--- src/rtl/bcd_pkg.sv ---
package bcd_pkg;
    localparam int WORD_W        = 32;
    localparam int DIM           = 4;
    localparam int NPIX          = DIM * DIM;
    localparam int POS_W         = $clog2(DIM);
    localparam int PIX_IDX_W     = $clog2(NPIX);
    localparam int LUT_SEL_W     = 2;
    localparam int LUT_COL_W     = 8;
    localparam int DIR_SEL_W     = 4;
    localparam int DIR_COL_W     = 24;
    localparam int OUT_W         = DIR_COL_W;
    localparam int LUT_NCOL      = 1 << LUT_SEL_W;
    localparam int DIR_NCOL      = 1 << DIR_SEL_W;
    localparam int COL_BITS      = DIR_NCOL * DIR_COL_W;
    localparam int SEL_BITS      = NPIX * DIR_SEL_W;
    localparam int LUT_HDR_WORDS = (LUT_NCOL * LUT_COL_W) / WORD_W;
    localparam int LUT_SEL_WORDS = (NPIX * LUT_SEL_W) / WORD_W;
    localparam int DIR_HDR_WORDS = COL_BITS / WORD_W;
    localparam int DIR_SEL_WORDS = SEL_BITS / WORD_W;
    localparam int MAX_WORDS     = DIR_HDR_WORDS + DIR_SEL_WORDS;
    localparam int WCNT_W        = $clog2(MAX_WORDS + 1);

    typedef enum logic {
        FMT_INDEXED = 1'b0,
        FMT_TRUECOL = 1'b1
    } fmt_e;

    typedef struct packed {
        logic [COL_BITS-1:0] colours;
        logic [SEL_BITS-1:0] sels;
        fmt_e                fmt;
    } region_t;

    typedef struct packed {
        logic [POS_W-1:0] row;
        logic [POS_W-1:0] col;
        logic [OUT_W-1:0] value;
    } pix_t;

    function automatic logic [WCNT_W-1:0] hdr_words(fmt_e f);
        return (f == FMT_TRUECOL) ? WCNT_W'(DIR_HDR_WORDS) : WCNT_W'(LUT_HDR_WORDS);
    endfunction

    function automatic logic [WCNT_W-1:0] total_words(fmt_e f);
        return (f == FMT_TRUECOL) ? WCNT_W'(DIR_HDR_WORDS + DIR_SEL_WORDS)
                                  : WCNT_W'(LUT_HDR_WORDS + LUT_SEL_WORDS);
    endfunction
endpackage

--- src/rtl/bcd_word_loader.sv ---
module bcd_word_loader
    import bcd_pkg::*;
(
    input  logic              clk,
    input  logic              rst,
    input  logic              in_valid,
    input  logic [WORD_W-1:0] in_data,
    input  logic              in_fmt,
    output logic              in_ready,
    input  logic              drain_done,
    output logic              full_o,
    output region_t           region_o
);
    logic [WCNT_W-1:0] wcnt_q;
    logic              full_q;
    fmt_e              fmt_q;
    fmt_e              cur_fmt;
    logic [WCNT_W-1:0] hdr_n;
    logic              take;
    logic              in_hdr;
    logic              last_word;
    logic [WORD_W-1:0] col_words [DIR_HDR_WORDS];
    logic [WORD_W-1:0] sel_words [DIR_SEL_WORDS];
    logic [COL_BITS-1:0] col_flat;
    logic [SEL_BITS-1:0] sel_flat;

    // The format pin matters only while the first word is on the bus.
    assign cur_fmt   = (wcnt_q == '0) ? fmt_e'(in_fmt) : fmt_q;
    assign hdr_n     = hdr_words(cur_fmt);
    assign in_hdr    = wcnt_q < hdr_n;
    assign last_word = wcnt_q == (total_words(cur_fmt) - WCNT_W'(1));
    assign take      = in_valid && !full_q;
    assign in_ready  = !full_q;
    assign full_o    = full_q;

    always_ff @(posedge clk) begin
        if (rst) begin
            wcnt_q <= '0;
            full_q <= 1'b0;
            fmt_q  <= FMT_INDEXED;
        end else begin
            if (take) begin
                fmt_q <= cur_fmt;
                if (last_word) begin
                    wcnt_q <= '0;
                    full_q <= 1'b1;
                end else begin
                    wcnt_q <= wcnt_q + 1'b1;
                end
            end
            if (drain_done) begin
                full_q <= 1'b0;
            end
        end
    end

    always_ff @(posedge clk) begin
        if (rst) begin
            for (int k = 0; k < DIR_HDR_WORDS; k++) col_words[k] <= '0;
            for (int s = 0; s < DIR_SEL_WORDS; s++) sel_words[s] <= '0;
        end else begin
            for (int k = 0; k < DIR_HDR_WORDS; k++) begin
                if (take && in_hdr && wcnt_q == WCNT_W'(k)) col_words[k] <= in_data;
            end
            for (int s = 0; s < DIR_SEL_WORDS; s++) begin
                if (take && !in_hdr && wcnt_q == hdr_n + WCNT_W'(s)) sel_words[s] <= in_data;
            end
        end
    end

    for (genvar k = 0; k < DIR_HDR_WORDS; k++) begin : g_col
        assign col_flat[k*WORD_W +: WORD_W] = col_words[k];
    end
    for (genvar s = 0; s < DIR_SEL_WORDS; s++) begin : g_sel
        assign sel_flat[s*WORD_W +: WORD_W] = sel_words[s];
    end

    assign region_o = '{colours: col_flat, sels: sel_flat, fmt: fmt_q};
endmodule

--- src/rtl/bcd_pixel_pick.sv ---
module bcd_pixel_pick
    import bcd_pkg::*;
(
    input  region_t              region_i,
    input  logic [PIX_IDX_W-1:0] idx_i,
    output logic [OUT_W-1:0]     value_o
);
    logic [DIR_COL_W-1:0] dir_pal [DIR_NCOL];
    logic [LUT_COL_W-1:0] lut_pal [LUT_NCOL];
    logic [DIR_SEL_W-1:0] dir_sel [NPIX];
    logic [LUT_SEL_W-1:0] lut_sel [NPIX];

    for (genvar c = 0; c < DIR_NCOL; c++) begin : g_dpal
        assign dir_pal[c] = region_i.colours[c*DIR_COL_W +: DIR_COL_W];
    end
    for (genvar c = 0; c < LUT_NCOL; c++) begin : g_lpal
        assign lut_pal[c] = region_i.colours[c*LUT_COL_W +: LUT_COL_W];
    end
    for (genvar p = 0; p < NPIX; p++) begin : g_psel
        assign dir_sel[p] = region_i.sels[p*DIR_SEL_W +: DIR_SEL_W];
        assign lut_sel[p] = region_i.sels[p*LUT_SEL_W +: LUT_SEL_W];
    end

    always_comb begin
        if (region_i.fmt == FMT_TRUECOL) begin
            value_o = dir_pal[dir_sel[idx_i]];
        end else begin
            value_o = OUT_W'(lut_pal[lut_sel[idx_i]]);
        end
    end
endmodule

--- src/rtl/bcd_emitter.sv ---
module bcd_emitter
    import bcd_pkg::*;
(
    input  logic                 clk,
    input  logic                 rst,
    input  logic                 full_i,
    input  logic                 out_ready,
    output logic                 out_valid,
    output logic [PIX_IDX_W-1:0] idx_o,
    output logic                 done_o
);
    logic [PIX_IDX_W-1:0] idx_q;
    logic                 fire;
    logic                 last;

    assign out_valid = full_i;
    assign fire      = full_i && out_ready;
    assign last      = idx_q == PIX_IDX_W'(NPIX - 1);
    assign done_o    = fire && last;
    assign idx_o     = idx_q;

    always_ff @(posedge clk) begin
        if (rst) begin
            idx_q <= '0;
        end else if (fire) begin
            idx_q <= last ? '0 : idx_q + 1'b1;
        end
    end
endmodule

--- src/rtl/bcd_region_decoder.sv ---
module bcd_region_decoder
    import bcd_pkg::*;
(
    input  logic              clk,
    input  logic              rst,
    input  logic              in_valid,
    output logic              in_ready,
    input  logic [WORD_W-1:0] in_data,
    input  logic              in_fmt,
    output logic              out_valid,
    input  logic              out_ready,
    output logic [OUT_W-1:0]  out_value,
    output logic [POS_W-1:0]  out_row,
    output logic [POS_W-1:0]  out_col,
    output logic              out_truecol
);
    region_t              region;
    logic                 full;
    logic                 drain_done;
    logic [PIX_IDX_W-1:0] idx;
    logic [OUT_W-1:0]     value;
    pix_t                 pix;

    bcd_word_loader loader_i (
        .clk        (clk),
        .rst        (rst),
        .in_valid   (in_valid),
        .in_data    (in_data),
        .in_fmt     (in_fmt),
        .in_ready   (in_ready),
        .drain_done (drain_done),
        .full_o     (full),
        .region_o   (region)
    );

    bcd_emitter emitter_i (
        .clk       (clk),
        .rst       (rst),
        .full_i    (full),
        .out_ready (out_ready),
        .out_valid (out_valid),
        .idx_o     (idx),
        .done_o    (drain_done)
    );

    bcd_pixel_pick pick_i (
        .region_i (region),
        .idx_i    (idx),
        .value_o  (value)
    );

    assign pix = '{row: idx[PIX_IDX_W-1:POS_W], col: idx[POS_W-1:0], value: value};

    assign out_value   = pix.value;
    assign out_row     = pix.row;
    assign out_col     = pix.col;
    assign out_truecol = region.fmt;
endmodule

--- config.mk ---
export PLATFORM = sky130hd
export DESIGN_NAME = bcd_region_decoder
export DESIGN_NICKNAME = d
export VERILOG_FILES = /design/src/rtl/bcd_pkg.sv /design/src/rtl/bcd_word_loader.sv /design/src/rtl/bcd_pixel_pick.sv /design/src/rtl/bcd_emitter.sv /design/src/rtl/bcd_region_decoder.sv
export SDC_FILE = /design/constraint.sdc
export NUM_CORES = 1
export LEC_CHECK = 0
export BUFFER_PORTS_ARGS = -buffer_cell sky130_fd_sc_hd__buf_4
export CAP_MARGIN = 0
export CORE_MARGIN = 4
export CORE_UTILIZATION = 55
export DETAILED_ROUTE_END_ITERATION = 10
export PLACE_DENSITY = 0.79
export SYNTH_ARGS = -nofsm -noshare
export SYNTH_HDL_FRONTEND = slang
export SYNTH_SLANG_ARGS = --single-unit
--- constraint.sdc ---
create_clock -name clk -period 3.8 [get_ports clk]
set_clock_uncertainty 0.1 [all_clocks]
set_input_delay 0 -clock clk [delete_from_list [all_inputs] [get_ports clk]]
set_output_delay 0 -clock clk [all_outputs]
set_load 0.01 [all_outputs]
==> impl_metrics.ini, run 1 <==
[run_status]
status = finished, final reports clean

[sta]
relSlewSlack = 0.2613
final.min_clock_period_ps = 3747
drv_slew = 0
setup_ws_ps = 52.84
grt_setup_unrepaired = no
worstMarginPinSlew_ps = 1108
setup_violations = 0
post-route-period-util = 0.9861
fin_hold_ws_ps = 214.4
clock.fmax_ghz = 0.2669
tns_ps = 0
hold_viol = 0

[critical_path]
critPathLaunchType = flop
path_class = reg -> out
cp_max_fo = 29
r2r-start = loader_i.fmt_q$_SDFFE_PP0P_
startpoint = emitter_i.idx_o[0]$_SDFFE_PP0P_
cp_data_required_time_ps = 3700
cp.arrival_ps = 3650
critPathCaptureType = output pin

[finish]
final_util = 0.6387
fin_nets = 1739
final_cell_area_um2 = 23380
syn2layout_area_growth_pct = 14.44
layout-drive-gt1-share = 0.1644
fill_cells = 2545
diodes = 0

[detailed_routing]
drt_pass1_iterations = 6
vias_per_cell = 6.572
finalWirelength_um = 60510
wl_per_cell_um = 27.48
ant_nets = 0
vias = 14470
drc = 0
drtIter0Drc = 2419

[global_route]
grt_pass1_wl_um = 88970
grt_use_total = 0.2911
grt_pass1_vias = 14460
antenna_found_initial = 0
overflow = 0
grt_max_degree = 56

[die]
die_h_um = 200.7
dieArea_um2 = 40300
die_width_um = 200.7
start_util = 0.5581
io_pins = 68
core_um2 = 36610
row_count = 70

[cts]
htree_levels = 2
clock_latency_ps = 550
numCtsBuffers = 45
tritoncts = done
clkTransAtPathRegs_ps = 60
cts.sinks = 458
cts_buffer_depth = 3
cts-root-buf = clkbuf_16

[logic_synthesis]
yosysMostFrequentCell = edfxtp_1
synth-seq-cells = 458
async_flop_share = 0
yosys-top-cells-area = edfxtp_1 (66%), mux4_2 (7.4%), nor2_1 (6.1%)
synth.distinct_cells = 53
synth_top_cell_by_area = edfxtp_1
yosysSeqAreaShare = 0.6682
synth_edf_count = 448
synth_flop_cell = edfxtp_1
synthCells = 1622
synth_common_cells = edfxtp_1 (448), nor2_1 (330), nand2_1 (225)
syn-num-nets = 1660
yosys_warnings = 0
postSynthAreaPerCell_um2 = 12.60
synth_area_um2 = 20430
synth_top_area_frac = 0.6584

[job]
cap_violations = 0

[power_and_ir_drop]
ir_drop_mv = 0.2847
p_per_area_nw_per_um2 = 486.0
power_leakage_nw = 8.405

[placed_design]
dp_hpwl_um = 35480
place_congestion = 0.9240
pre_cts_ws_ps = 530.7
portBuffers = 67
place_area_um2 = 21430

[worst_hold_path]
hp-class = in -> reg
hp-start = in_data[0]
## placed cells by master, fill, tap and decap left out, types with 3 or more instances in the layout
master / n
nand4_1: 19
mux4_2: 67
buf_4: 112
clkinv_2: 8
o22ai_1: 9
edfxtp_1: 448
nor3_1: 6
nand2b_1: 35
dfxtp_1: 8
clkbuf_16: 47
nor2_1: 330
mux2i_4: 4
inv_1: 34
nor3b_1: 3
o21ai_0: 3
a32oi_1: 23
a31oi_1: 24
buf_12: 10
clkinv_1: 13
a21oi_1: 15
xor2_1: 3
nand3_1: 100
buf_6: 4
nand2_1: 225
and2_1: 33
o211ai_1: 22
nor2b_1: 4
mux2i_1: 27
dlygate4sd3_1: 38
clkbuf_1: 11
nand2b_2: 9
## state kept, by name, indices dropped and copies added, names as in the netlist
register / cells
loader_i.sel_words: 64
loader_i.col_words: 384
loader_i.full_o: 1
loader_i.fmt_q: 1
emitter_i.idx_o: 4
loader_i.wcnt_q: 4
## where the power goes
| part | internal, W | total, W | leakage (nW) | switching (W) |
|---|---|---|---|---|
| clock | 0.00228 | 0.00417 | 0.653 | 0.00189 |
| sequential | 0.00582 | 0.00594 | 4.68 | 0.000121 |
| combinational | 0.000442 | 0.00126 | 3.07 | 0.000816 |
## cell type report
| cell class | count | area [um2] | share of cell area |
|---|---|---|---|
| clock inverter | 23 | 135.1 | 0.005779 |
| timing repair buffer | 166 | 1524 | 0.06518 |
| tap | 468 | 585.6 | 0.02504 |
| multi-input combinational | 995 | 6158 | 0.2634 |
| inverter | 35 | 131.4 | 0.005619 |
| sequential | 458 | 13660 | 0.5840 |
| clock buffer | 57 | 1192 | 0.05100 |
## layer usage
metal  vias up  part of all wire  wire length, um  global-route usage
li1       5987                 -                -                   -
met1      7037              0.34            20700              0.3790
met2      1207              0.47            28200              0.4692
met3       241              0.14             8417             0.07609
met4         0             0.053             3199              0.1254
met5         -                 0                0                   0
## kinds of logic (layout without fill, tap and decap cells)
family | Yosys count | after routing | share of synthesized area
and+or+nand+nor | 779 | 779 | 0.1647
adders and majority gates | 1 | 1 | 0.0006123
buffers and inverters | 170 | 281 | 0.03546
muxes | 100 | 101 | 0.09112
AOI/OAI and AO/OA | 110 | 110 | 0.03821
xor gates and xnor gates | 4 | 4 | 0.001715
DFF | 458 | 458 | 0.6682
## metrics by stage
step / total power (W) / std cells
after CTS: 0.01127 / 2186
after global routing: 0.01163 / 2202
after global placement: 0.007135 / 2067
after detailed placement: 0.007166 / 2067
final: 0.01136 / 2202
after floorplan: 0.006677 / 1622
## path summary, 6_finish.rpt
path / cells after the start / end / slack [ps]
worst max-delay path: 10 / out_value[5] / 50
worst min-delay path: 3 / loader_i.sel_words[0][32]$_DFFE_PP_ / 210
worst max register to register: 5 / loader_i.col_words[0][229]$_SDFFCE_PN0P_ / 710
worst min register to register: 2 / loader_i.wcnt_q[2]$_SDFFE_PP0P_ / 530
## critical path, cell delays in order, from the launching register on
cell and delay, ps:
dfxtp_2 430, buf_12 190, mux4_2 510, mux2i_1 310, mux2i_4 230, buf_4 200
buf_6 200, mux4_2 310, a21oi_1 220, nand3_1 240, buf_4 220
## what timing repair did
action,in CTS,in global routing
setup endpoints to repair,9,19
setup buffers,0,14
pin swaps,0,1
endpoints found under the hold margin,74,0
gates resized for setup,3,13
gates cloned,1,2
hold buffers,38,0
(Power assumes the default switching activity.)
==> run 2, diff against run 1 <==
CORE_MARGIN = 2   (was 4)
HOLD_SLACK_MARGIN = 0.1   (was not set)
==> run 2 against run 1 <==
Sequential share of layout area decreased by 0.051 points. Clock power increased by 6.5%. Power is 2.2% higher. First-iteration DRC count fell by 6.8%. Sequential power about the same. Flip-flop and latch count did not move. Die area is 3.9% lower. Hold slack got worse by 14 ps. Worst setup slack worse by 48 ps. Routed wire length barely moved. Via count rose by 0.77%. Critical path type unchanged. Critical endpoint unchanged. Largest cell class unchanged. Largest power group unchanged.
==> impl_metrics.ini, run 2 (synthesis gave the netlist of run 1 again) <==
[power_and_ir_drop]
power_leakage_nw = 8.385
ir_drop_mv = 0.3289
p_per_area_nw_per_um2 = 496.2

[die]
die_width_um = 196.7
die_h_um = 196.7
core_um2 = 36610
row_count = 70
dieArea_um2 = 38710
start_util = 0.5581
io_pins = 68

[critical_path]
rr_worst_depth = 5
critPathCaptureType = output pin
path_class = reg -> out
critPathLaunchType = flop
cp_data_required_time_ps = 3700
cp.arrival_ps = 3690
cp_max_fo = 58

[global_route]
grt_pass1_vias = 14680
met2_usage = 0.5066
antenna_found_initial = 2
use_met3 = 0.08196
grt_pass1_wl_um = 89320
grt_max_degree = 72
grt-busiest-layer = met2
grt_use_total = 0.3159
overflow = 0
grt_util_met1 = 0.4019

[cts]
tritoncts = done
cts-root-buf = clkbuf_16
numCtsBuffers = 47
cts_buffer_depth = 3
clock_latency_ps = 550
clkTransAtPathRegs_ps = 60
htree_levels = 2
cts.sinks = 458

[finish]
fill_cells = 2553
top_register = loader_i.col_words
fin_nets = 1732
layout_common_cells = edfxtp_1 (448), nor2_1 (329), nand2_1 (225), buf_4 (107), nand3_1 (99)
multi_input_area_um2 = 6148
diodes = 0
syn2layout_area_growth_pct = 14.55
largestRegisters = loader_i.col_words: 384 flops, loader_i.sel_words: 64 flops
largest_register_ffs = 384
layout-drive-gt1-share = 0.1645
ff_latch_area_um2 = 13660
layout_commonest_cell = edfxtp_1

[sta]
clock.fmax_ghz = 0.2635
fin_hold_ws_ps = 200.5
setup_violations = 0
hold_viol = 0
relSlewSlack = 0.2499
post-route-period-util = 0.9986
final.min_clock_period_ps = 3795
worstMarginPinSlew_ps = 1125
setup_ws_ps = 5.307
drv_slew = 0

[detailed_routing]
drt_pass1_iterations = 8
ant_nets = 0
wl_per_cell_um = 27.50
vias_per_cell = 6.629
vias = 14580
drc = 0
drtIter0Drc = 2254
finalWirelength_um = 60500

[worst_hold_path]
hold_depth = 3
hp-class = in -> reg

[placed_design]
dp_hpwl_um = 36310
portBuffers = 67
pre_cts_ws_ps = 465.2
place_congestion = 0.9527

[run_status]
status = finished, final reports clean

[job]
cap_violations = 0
run 2: worst max-delay path: stages (launching register included):
cell     delay [ps]
dfxtp_1         370
buf_8           250
mux4_2          580
mux2i_4         290
mux2i_4         190
buf_12          250
mux4_2          480
a21oi_1         230
nand3_1         250
buf_4           230
run 2: through the flow:
step	utilization	power (W)	cells	setup TNS (ps)	area [um2]
after global placement	0.5857	0.007133	2070	0	21440
after floorplan	-	0.006677	1622	0	20430
after global routing	0.6393	0.01188	2200	-82.41	23400
after CTS	0.6373	0.01156	2196	0	23330
after detailed placement	0.5857	0.007172	2070	0	21440
final	0.6393	0.01161	2200	0	23400
run 2: final timing paths:
check	from	endpoint	slack (ps)
min	in_data[1]	loader_i.sel_words[0][1]$_DFFE_PP_	200
max	emitter_i.idx_o[1]$_SDFFE_PP0P_	out_value[5]	5
min reg2reg	loader_i.wcnt_q[2]$_SDFFE_PP0P_	loader_i.wcnt_q[2]$_SDFFE_PP0P_	520
max reg2reg	loader_i.fmt_q$_SDFFE_PP0P_	loader_i.col_words[0][233]$_SDFFCE_PN0P_	820
run 2: metal layers:
metal,vias to the layer above,part of all wire
met1,7101,0.33
met2,1233,0.47
met4,4,0.055
met5,-,0.00023
li1,5981,-
met3,264,0.14
run 2: power breakdown:
group	total, W	internal, W	leakage [nW]	switching (W)
registers	0.00595	0.00582	4.68	0.000129
logic	0.00122	0.000424	3.00	0.000798
clock network	0.00444	0.00252	0.706	0.00193
run 2: timing repair:
| action | in CTS | in global routing |
|---|---|---|
| cloned | 1 | 1 |
| endpoints found under the setup margin | 8 | 17 |
| pin swaps | 0 | 0 |
| gates resized for setup | 6 | 8 |
| hold buffers | 38 | 0 |
| buffers inserted | 0 | 3 |
| endpoints found under the hold margin | 169 | 0 |
run 2: cell type report:
| class | count | share of cell area |
|---|---|---|
| clock inverters | 30 | 0.009943 |
| inverters | 35 | 0.005613 |
| multi-input cells | 995 | 0.2627 |
| flip-flops and latches | 458 | 0.5835 |
| clock buffers | 57 | 0.05276 |
| well taps | 468 | 0.02502 |
| repair buffers | 157 | 0.06046 |
